File: src/rtl/tri_timer_pkg.sv
package tri_timer_pkg;

    localparam int NUM_CH = 3;
    localparam int CNT_W  = 32;
    localparam int CAP_CH = 2;
    localparam int TAPS   = 5;
    localparam int DIV_W  = 2 * TAPS;
    localparam int CH_W   = $clog2(NUM_CH + 1);
    localparam int ADDR_W = CH_W + 2;
    localparam int DATA_W = 32;

    typedef enum logic [2:0] {
        SRC_DIV4    = 3'd0,
        SRC_DIV16   = 3'd1,
        SRC_DIV64   = 3'd2,
        SRC_DIV256  = 3'd3,
        SRC_DIV1024 = 3'd4,
        SRC_RTC     = 3'd5,
        SRC_EXT     = 3'd6,
        SRC_OFF     = 3'd7
    } src_sel_e;

    typedef enum logic [1:0] {
        REG_RELOAD = 2'd0,
        REG_COUNT  = 2'd1,
        REG_CTRL   = 2'd2,
        REG_NONE   = 2'd3
    } reg_sel_e;

    // packed MSB first: bit 9 down to bit 0
    typedef struct packed {
        logic     cap_en;
        logic     cap_flag;
        logic     cap_ie;
        logic     uf_flag;
        logic     uf_ie;
        logic     start;
        logic     fall_edge;
        src_sel_e src;
    } ctrl_t;

    localparam int CTRL_W = $bits(ctrl_t);

    typedef struct packed {
        logic [TAPS-1:0] presc;
        logic            rtc;
        logic            ext_rise;
        logic            ext_fall;
        logic            cap_rise;
        logic            cap_fall;
    } tick_bus_t;

    function automatic logic pick_tick(src_sel_e s, logic fall, tick_bus_t t);
        logic r;
        case (s)
            SRC_RTC:     r = t.rtc;
            SRC_EXT:     r = fall ? t.ext_fall : t.ext_rise;
            SRC_OFF:     r = 1'b0;
            SRC_DIV4:    r = t.presc[0];
            SRC_DIV16:   r = t.presc[1];
            SRC_DIV64:   r = t.presc[2];
            SRC_DIV256:  r = t.presc[3];
            default:     r = t.presc[4];
        endcase
        return r;
    endfunction

endpackage

File: src/rtl/tt_prescaler.sv
module tt_prescaler
    import tri_timer_pkg::*;
#(
    parameter int N_TAPS = TAPS
) (
    input  logic              clk,
    input  logic              rst,
    output logic [N_TAPS-1:0] tap
);

    localparam int W = 2 * N_TAPS;

    logic [W-1:0] div_q;

    always_ff @(posedge clk) begin
        if (rst) div_q <= '0;
        else     div_q <= div_q + 1'b1;
    end

    // tap g pulses once per 4^(g+1) cycles
    generate
        for (genvar g = 0; g < N_TAPS; g++) begin : g_tap
            assign tap[g] = &div_q[2*g+1:0];
        end
    endgenerate

    AST_TAP_PULSE: assert property (@(posedge clk) disable iff (rst)
        tap[0] |=> !tap[0]);

endmodule

File: src/rtl/tt_sync_edge.sv
module tt_sync_edge (
    input  logic clk,
    input  logic rst,
    input  logic din,
    output logic rise,
    output logic fall
);

    // [0],[1] synchronizer, [2] previous synchronized value
    logic [2:0] sr_q;

    always_ff @(posedge clk) begin
        if (rst) sr_q <= '0;
        else     sr_q <= {sr_q[1:0], din};
    end

    assign rise = sr_q[1] & ~sr_q[2];
    assign fall = ~sr_q[1] & sr_q[2];

    AST_RISE_PULSE: assert property (@(posedge clk) disable iff (rst)
        rise |=> !rise);

endmodule

File: src/rtl/tt_channel.sv
module tt_channel
    import tri_timer_pkg::*;
#(
    parameter int W       = CNT_W,
    parameter bit HAS_CAP = 1'b0
) (
    input  logic      clk,
    input  logic      rst,
    input  logic      wr_reload,
    input  logic      wr_count,
    input  logic      wr_ctrl,
    input  logic [W-1:0] wdata,
    input  tick_bus_t ticks,
    input  logic      dma_ack,
    output logic [W-1:0] count,
    output logic [W-1:0] reload,
    output logic [W-1:0] cap_val,
    output ctrl_t     ctrl,
    output logic      uf_irq,
    output logic      cap_irq,
    output logic      dma_req
);

    ctrl_t wv;
    logic  tick;
    logic  underflow;
    logic  cap_evt;

    assign wv        = ctrl_t'(wdata[CTRL_W-1:0]);
    assign tick      = ctrl.start && pick_tick(ctrl.src, ctrl.fall_edge, ticks);
    assign underflow = tick && (count == '0) && !wr_count;

    always_ff @(posedge clk) begin
        if (rst)            count <= '1;
        else if (wr_count)  count <= wdata;
        else if (underflow) count <= reload;
        else if (tick)      count <= count - 1'b1;
    end

    always_ff @(posedge clk) begin
        if (rst)            reload <= '1;
        else if (wr_reload) reload <= wdata;
    end

    always_ff @(posedge clk) begin
        if (rst) begin
            ctrl <= '0;
        end else begin
            if (wr_ctrl) begin
                ctrl.src       <= wv.src;
                ctrl.fall_edge <= wv.fall_edge;
                ctrl.start     <= wv.start;
                ctrl.uf_ie     <= wv.uf_ie;
                if (!wv.uf_flag) ctrl.uf_flag <= 1'b0;
                if (HAS_CAP) begin
                    ctrl.cap_en <= wv.cap_en;
                    ctrl.cap_ie <= wv.cap_ie;
                    if (!wv.cap_flag) ctrl.cap_flag <= 1'b0;
                end
            end
            if (underflow) ctrl.uf_flag  <= 1'b1;
            if (cap_evt)   ctrl.cap_flag <= 1'b1;
        end
    end

    assign uf_irq  = ctrl.uf_flag & ctrl.uf_ie;
    assign cap_irq = ctrl.cap_flag & ctrl.cap_ie;

    generate
        if (HAS_CAP) begin : g_cap
            logic [W-1:0] cap_q;
            logic         req_q;

            assign cap_evt = ctrl.cap_en &&
                             (ctrl.fall_edge ? ticks.cap_fall : ticks.cap_rise);

            always_ff @(posedge clk) begin
                if (rst)          cap_q <= '0;
                else if (cap_evt) cap_q <= count;
            end

            always_ff @(posedge clk) begin
                if (rst)          req_q <= 1'b0;
                else if (cap_evt) req_q <= 1'b1;
                else if (dma_ack) req_q <= 1'b0;
            end

            assign cap_val = cap_q;
            assign dma_req = req_q;

            AST_DMA_HOLD: assert property (@(posedge clk) disable iff (rst)
                (dma_req && !dma_ack) |=> dma_req);

            AST_CAP_LATCH: assert property (@(posedge clk) disable iff (rst)
                cap_evt |=> (cap_val == $past(count) && dma_req));
        end else begin : g_nocap
            assign cap_evt = 1'b0;
            assign cap_val = '0;
            assign dma_req = 1'b0;
        end
    endgenerate

    AST_UF_RELOAD: assert property (@(posedge clk) disable iff (rst)
        underflow |=> (count == $past(reload) && ctrl.uf_flag));

    AST_STOP_HOLD: assert property (@(posedge clk) disable iff (rst)
        (!ctrl.start && !wr_count) |=> $stable(count));

    AST_FLAG_STICKY: assert property (@(posedge clk) disable iff (rst)
        (ctrl.uf_flag && !wr_ctrl) |=> ctrl.uf_flag);

endmodule

File: src/rtl/tri_timer.sv
module tri_timer
    import tri_timer_pkg::*;
(
    input  logic              clk,
    input  logic              rst,
    input  logic              bus_wr,
    input  logic [ADDR_W-1:0] bus_addr,
    input  logic [DATA_W-1:0] bus_wdata,
    output logic [DATA_W-1:0] bus_rdata,
    input  logic              ext_clk_in,
    input  logic              cap_in,
    input  logic              rtc_tick,
    input  logic              dma_ack,
    output logic [NUM_CH-1:0] uf_irq,
    output logic              cap_irq,
    output logic              dma_req
);

    logic [TAPS-1:0] taps;
    logic            ext_rise, ext_fall, cap_rise, cap_fall;
    tick_bus_t       tbus;

    logic [CH_W-1:0] ch_idx;
    reg_sel_e        sub;

    logic [CNT_W-1:0] cnt_a  [NUM_CH];
    logic [CNT_W-1:0] rel_a  [NUM_CH];
    logic [CNT_W-1:0] capv_a [NUM_CH];
    ctrl_t            ctrl_a [NUM_CH];
    logic [NUM_CH-1:0] capirq_a;
    logic [NUM_CH-1:0] req_a;

    tt_prescaler #(.N_TAPS(TAPS)) u_presc (
        .clk (clk),
        .rst (rst),
        .tap (taps)
    );

    tt_sync_edge u_ext_sync (
        .clk  (clk),
        .rst  (rst),
        .din  (ext_clk_in),
        .rise (ext_rise),
        .fall (ext_fall)
    );

    tt_sync_edge u_cap_sync (
        .clk  (clk),
        .rst  (rst),
        .din  (cap_in),
        .rise (cap_rise),
        .fall (cap_fall)
    );

    assign tbus = '{presc: taps, rtc: rtc_tick, ext_rise: ext_rise,
                    ext_fall: ext_fall, cap_rise: cap_rise, cap_fall: cap_fall};

    assign ch_idx = bus_addr[ADDR_W-1:2];
    assign sub    = reg_sel_e'(bus_addr[1:0]);

    generate
        for (genvar g = 0; g < NUM_CH; g++) begin : g_ch
            logic sel;
            assign sel = bus_wr && (ch_idx == CH_W'(g));

            tt_channel #(
                .W       (CNT_W),
                .HAS_CAP (g == CAP_CH)
            ) u_ch (
                .clk       (clk),
                .rst       (rst),
                .wr_reload (sel && sub == REG_RELOAD),
                .wr_count  (sel && sub == REG_COUNT),
                .wr_ctrl   (sel && sub == REG_CTRL),
                .wdata     (bus_wdata),
                .ticks     (tbus),
                .dma_ack   (dma_ack),
                .count     (cnt_a[g]),
                .reload    (rel_a[g]),
                .cap_val   (capv_a[g]),
                .ctrl      (ctrl_a[g]),
                .uf_irq    (uf_irq[g]),
                .cap_irq   (capirq_a[g]),
                .dma_req   (req_a[g])
            );
        end
    endgenerate

    assign cap_irq = capirq_a[CAP_CH];
    assign dma_req = req_a[CAP_CH];

    always_comb begin
        bus_rdata = '0;
        if (int'(ch_idx) < NUM_CH) begin
            case (sub)
                REG_RELOAD: bus_rdata = rel_a[ch_idx];
                REG_COUNT:  bus_rdata = cnt_a[ch_idx];
                REG_CTRL:   bus_rdata = DATA_W'(ctrl_a[ch_idx]);
                default:    bus_rdata = '0;
            endcase
        end else if (sub == REG_RELOAD) begin
            bus_rdata = capv_a[CAP_CH];
        end
    end

    AST_IRQ_LOW_NO_FLAG: assert property (@(posedge clk) disable iff (rst)
        !ctrl_a[0].uf_flag |-> !uf_irq[0]);

endmodule

File: config.mk
export PLATFORM = sky130hd
export DESIGN_NAME = tri_timer
export DESIGN_NICKNAME = d
export VERILOG_FILES = /design/src/rtl/tri_timer_pkg.sv /design/src/rtl/tt_prescaler.sv /design/src/rtl/tt_sync_edge.sv /design/src/rtl/tt_channel.sv /design/src/rtl/tri_timer.sv
export SDC_FILE = /design/constraint.sdc
export NUM_CORES = 1
export LEC_CHECK = 0
export ABC_AREA = 1
export BUFFER_PORTS_ARGS = -buffer_cell sky130_fd_sc_hd__buf_2
export CELL_PAD_IN_SITES_DETAIL_PLACEMENT = 0
export CELL_PAD_IN_SITES_GLOBAL_PLACEMENT = 2
export CORE_MARGIN = 8
export CORE_UTILIZATION = 34
export DETAILED_ROUTE_END_ITERATION = 12
export PLACE_DENSITY = 0.78
export SLEW_MARGIN = 25
export SYNTH_ARGS = -nofsm -noshare
export SYNTH_HDL_FRONTEND = slang
export SYNTH_HIERARCHICAL = 1
export SYNTH_SLANG_ARGS = --single-unit
File: constraint.sdc
create_clock -name clk -period 2.8 [get_ports clk]
set_input_delay 0.14 -clock clk [delete_from_list [all_inputs] [get_ports clk]]
set_output_delay 0.14 -clock clk [all_outputs]
set_load 0.005 [all_outputs]
Yosys cells after proc, flatten, opt, wreduce, memory -nomap -nowiden
Index checks and enable logic that the tools add are counted.
{ "word_totals": {"register_bits": 265, "inputBits": 43, "wordCells": 163} }
{ "op_classes": {"add_sub_neg": 4, "n_lt_le_gt_ge": 2, "eq_ne": 26, "muxes": 39, "bitwise_logic": 13, "reduce_logical": 50} }
{ "ops": {"columns": ["op", "count"], "rows": [
  ["two-way mux 32 bit", 15],
  ["binary-select mux 32 bit (select 2 bit)", 2],
  ["zero test 32 bit", 3],
  ["case mux 32 bit (3 select lines)", 1],
  ["subtractor 32 x 1 -> 32 bit (second input constant)", 3],
  ["equality test 3 bit (second input constant)", 9],
  ["logical AND 1 bit", 22],
  ["case mux 1 bit (7 select lines)", 3],
  ["binary-select mux 10 bit (select 2 bit)", 1],
  ["two-way mux 10 bit", 2],
  ["equality test 3 x 2 -> 1 bit (second input constant)", 6],
  ["two-way mux 7 bit", 2],
  ["two-way mux 1 bit", 12],
  ["adder 10 x 1 -> 10 bit (second input constant)", 1],
  ["AND reduction 10 bit", 1],
  ["AND reduction 2 bit", 5],
  ["nonzero test 2 bit", 5],
  ["equality test 3 x 1 -> 1 bit (second input constant)", 3],
  ["zero test 3 bit", 3],
  ["two-way mux 9 bit", 1],
  ["nonzero test 3 bit", 3],
  ["bitwise AND 1 bit", 8],
  ["inequality test 2 x 1 -> 1 bit (second input constant)", 4],
  ["AND reduction 8 bit", 1],
  ["10 further kinds", 18]
]} }

Depth between registers and ports, before layout
{ "depth": {"word_depth": 9, "mapped_depth": 19, "mapped_depth_nobuf": 18} }

Hierarchy
The synthesis kept the hierarchy.
{ "modules_own_cells": {"columns": ["mod", "n_inst", "cells_per_inst", "area_each_um2"], "rows": [
  ["tt_channel at g_ch[0].u_ch ...", 2, 711, 4521.8],
  ["tt_channel at g_ch[2].u_ch", 1, 797, 5417.7],
  ["tri_timer", 1, 496, 2102.0],
  ["tt_prescaler", 1, 59, 455.4],
  ["tt_sync_edge", 2, 12, 93.8]
]} }

Worst setup path before layout
OpenSTA, ideal clock, no wires.
{ "synth_path": {"path_type": "register to register", "from": "register u_presc.div_q[0]", "to": "register g_ch[1].u_ch.count[30]", "setup_time_ns": 0.129, "arrival_ns": 2.003, "slack_ns": 0.669, "stages_incl_launch_ff": 16, "n_path_buf": 1, "period_less_slack_ns": 2.131, "path_cell_list": "dfxtp_1 > ha_1 > nand2_2 > nor4_1 > inv_1 > nand2_1 > nand3_1 > nand2_1 > nand2_2 > nand2_2 > nand2_1 > nand2_1 > buf_4 > nand2_1 > o21ai_1 > nand3_1"} }
{ "synth_between": {"elab_chain_cells": 7} }
{ "synth_rtl": {"columns": ["item", "line_no", "text"], "rows": [
  ["start: declaration", "tt_prescaler.sv:13", "logic [W-1:0] div_q;"],
  ["start signal: assignment", "tt_prescaler.sv:17", "else div_q <= div_q + 1'b1;"],
  ["AND reduction 2 bit *", "tt_prescaler.sv:23", "assign tap[g] = &div_q[2*g+1:0];"],
  ["named net taps[0]", "tri_timer.sv:19", "logic [TAPS-1:0] taps;"],
  ["case mux 1 bit (7 select lines) *", "tri_timer_pkg.sv:55", "case (s)"],
  ["logical AND 1 bit *", "tt_channel.sv:30", "assign tick = ctrl.start && pick_tick(ctrl.src, ctrl.fall_edge, ticks);"],
  ["logical AND 1 bit (2 in a row)", "tt_channel.sv:31", "assign underflow = tick && (count == '0) && !wr_count;"],
  ["two-way mux 32 bit", "tt_channel.sv:36", "else if (underflow) count <= reload;"],
  ["two-way mux 32 bit", "tt_channel.sv:35", "else if (wr_count) count <= wdata;"],
  ["end signal: assignment", "tt_channel.sv:35", null],
  ["end signal: assignment", "tt_channel.sv:36", null],
  ["end signal: assignment", "tt_channel.sv:37", "else if (tick) count <= count - 1'b1;"],
  ["end: declaration", "tt_channel.sv:15", "output logic [W-1:0] count,"]
]} }
Mark *: on every way through the listed nets, which the timed path passes. The rest lies on a longest branch.
A chain may end at the register's enable or synchronous reset.

Worst setup path in the final report
{ "layout_path": {"from": "register u_presc.div_q[0]", "to": "register g_ch[0].u_ch.count[27]"} }
{ "layout_between": {"elab_chain_cells": 7} }
{ "layout_rtl": {"columns": ["item", "line_no"], "rows": [
  ["AND reduction 2 bit *", "tt_prescaler.sv:23"],
  ["named net taps[0]", "tri_timer.sv:19"],
  ["case mux 1 bit (7 select lines) *", "tri_timer_pkg.sv:55"],
  ["logical AND 1 bit *", "tt_channel.sv:30"],
  ["logical AND 1 bit (2 in a row)", "tt_channel.sv:31"],
  ["two-way mux 32 bit", "tt_channel.sv:36"],
  ["two-way mux 32 bit", "tt_channel.sv:35"],
  ["end signal: assignment", "tt_channel.sv:35"],
  ["end signal: assignment", "tt_channel.sv:36"],
  ["end signal: assignment", "tt_channel.sv:37"],
  ["end: declaration", "tt_channel.sv:15"]
]} }
Marks and branches as above.

==> flow_metrics.tcl <==
set metrics [dict create \
    ant_nets 0 \
    final_common_cell "nand2_1" \
    grt_util_all_layers_pct 27.1 \
    status "finished, final reports clean" \
    post-place-cells 3409 \
    r2r_slack_ps 280 \
    dp_hpwl_um 58800 \
    core_area_um2 48700 \
    cap_violations 0 \
    rsz0062_at_grt "no" \
    routed_wirelength_um 77800 \
    drive_above_1_share_pct 11.7 \
    syn2layout_area_growth_pct 15.6 \
    yosysWarningCount 6 \
    start_util_pct 34.2 \
    gp_congestion 0.917 \
    final_nets 2851 \
    clk_pin_slew_ps 60 \
    placementRows 81 \
    max_slew.worst_pin.slew_ps 767 \
    firstDrtPassIters 6 \
    grt_first_pass_wirelength_um 115000 \
    cp_max_fo 23 \
    fin_cells 3489 \
    cts_sinks 265 \
    grt_pass1_vias 17687 \
    hold_viol 0 \
    diodes 0 \
    p_leak_nw 9.44 \
    critPathArrivalTime_ps 3000 \
    root_buffer "clkbuf_16" \
    fin_setup_tns_ps 0 \
    netlist_area_um2 16700 \
    synth_area_per_cell_um2 6.12 \
    antenna_found_initial 0 \
    slew_violations 0 \
    io_pins 80 \
    clkLatencyLatePin_ps 550 \
    reg2reg_depth 16 \
    htree_num_levels 2 \
    drcViolationCount 0 \
    vias_per_cell 5.26 \
    setup_viol 0 \
    worst-setup-path-type "flop to flop" \
    die_height_um 238 \
    worstHoldPathCells 3 \
    dieArea_um2 56500 \
    cts_resized 0 \
    cts_buffers 36 \
    crit_path_start_kind "flop" \
    max_freq_mhz 398 \
    portBuffers 79 \
    cts_tree "done" \
    required_ps 3280 \
    end_kind "flop" \
    ir_drop_mv 0.351 \
    synthCells 2730 \
    vias 18335 \
    clk_path_buf_depth 3 \
    powerDensity_nw_per_um2 496 \
    fin_crit_ps 2520 \
    hp-class "input pin to flop" \
    drt_iter0_markers 1536 \
    fin_skew_ps 19.8 \
    grt_start_max_net_pins 121 \
    drt-wirelength-per-cell_um 22.3 \
    slew_headroom_pct 48.9 \
    fillers 5432 \
    dieWidth_um 238 \
    fin_crit_sh_pct 89.8 \
    grt-ovfl-total 0 \
    final_cell_mix "nand2_1 (774), inv_1 (329), nand3_1 (306)" \
]
[registers in the layout, indices dropped and copies added, names as in the netlist]
signal and flops:
g_ch.u_ch/cap_val 32, g_ch.u_ch/count 96, g_ch.u_ch/ctrl 24, g_ch.u_ch/dma_req 1, g_ch.u_ch/reload 96, u_cap_sync/sr_q 3, u_ext_sync/sr_q 3, u_presc/div_q 10
[final cells by class]
class,instances,area [um2],share of cell area [%]
tap,664,831,4.30
inverter,346,1300,6.73
timing repair buffer,169,1270,6.57
clock inverter,8,90.1,0.467
sequential,265,5310,27.5
multi-input combinational,1986,9480,49.1
clock buffer,51,1030,5.33
[what timing repair did]
action,CTS,global route
hold buffers,21,0
hold endpoints to repair,51,0
buffers inserted,0,0
[worst max-delay path, stage by stage, from the launching register on]
cell and delay [ps]:
dfxtp_1 370, ha_1 260, nand2_2 120, nor4_1 290
buf_4 170, inv_1 30, nand2_1 50, nand3_1 70
nand2_1 80, nand2_2 80, nand2_2 110, nand3_4 150
inv_2 390, nand2_1 100, inv_1 70, nand2_1 40
nand2_1 50
[metrics by stage]
step	power (W)	hold slack, ps	util, %	area, um2	worst slack, ps
finish	0.00957	26.0	39.6	19300	285
global route	0.00990	8.24	39.6	19300	28.8
CTS	0.00966	2.24	39.6	19300	260
detailed placement	0.00506	373	36.9	18000	275
global placement	0.00506	379	36.9	18000	328
floorplan	0.00453	207	-	16700	669
[metal layers]
layer	GRT usage, %	vias up	part of all wire, %
met5	0	-	0
met2	44.5	593	45
met1	35.3	8774	45
met4	12.8	0	4.9
met3	2.76	146	4.9
li1	-	8822	-
[worst paths after layout]
path	from	end
worst min register to register	u_cap_sync/sr_q[0]$_SDFF_PP0_	u_cap_sync/sr_q[1]$_SDFF_PP0_
worst max-delay path	u_presc/div_q[0]$_SDFF_PP0_	g_ch[0].u_ch/count[27]$_SDFFE_PP1P_
worst max register to register	u_presc/div_q[0]$_SDFF_PP0_	g_ch[0].u_ch/count[27]$_SDFFE_PP1P_
worst min-delay path	bus_wdata[30]	g_ch[2].u_ch/reload[30]$_SDFFE_PP1P_
[power breakdown]
part	internal, W	total [W]	switching, W
clock	0.00272	0.00456	0.00184
combinational	0.000318	0.00105	0.000734
sequential	0.00386	0.00395	0.0000974
Power figures use the tool's default switching activity.
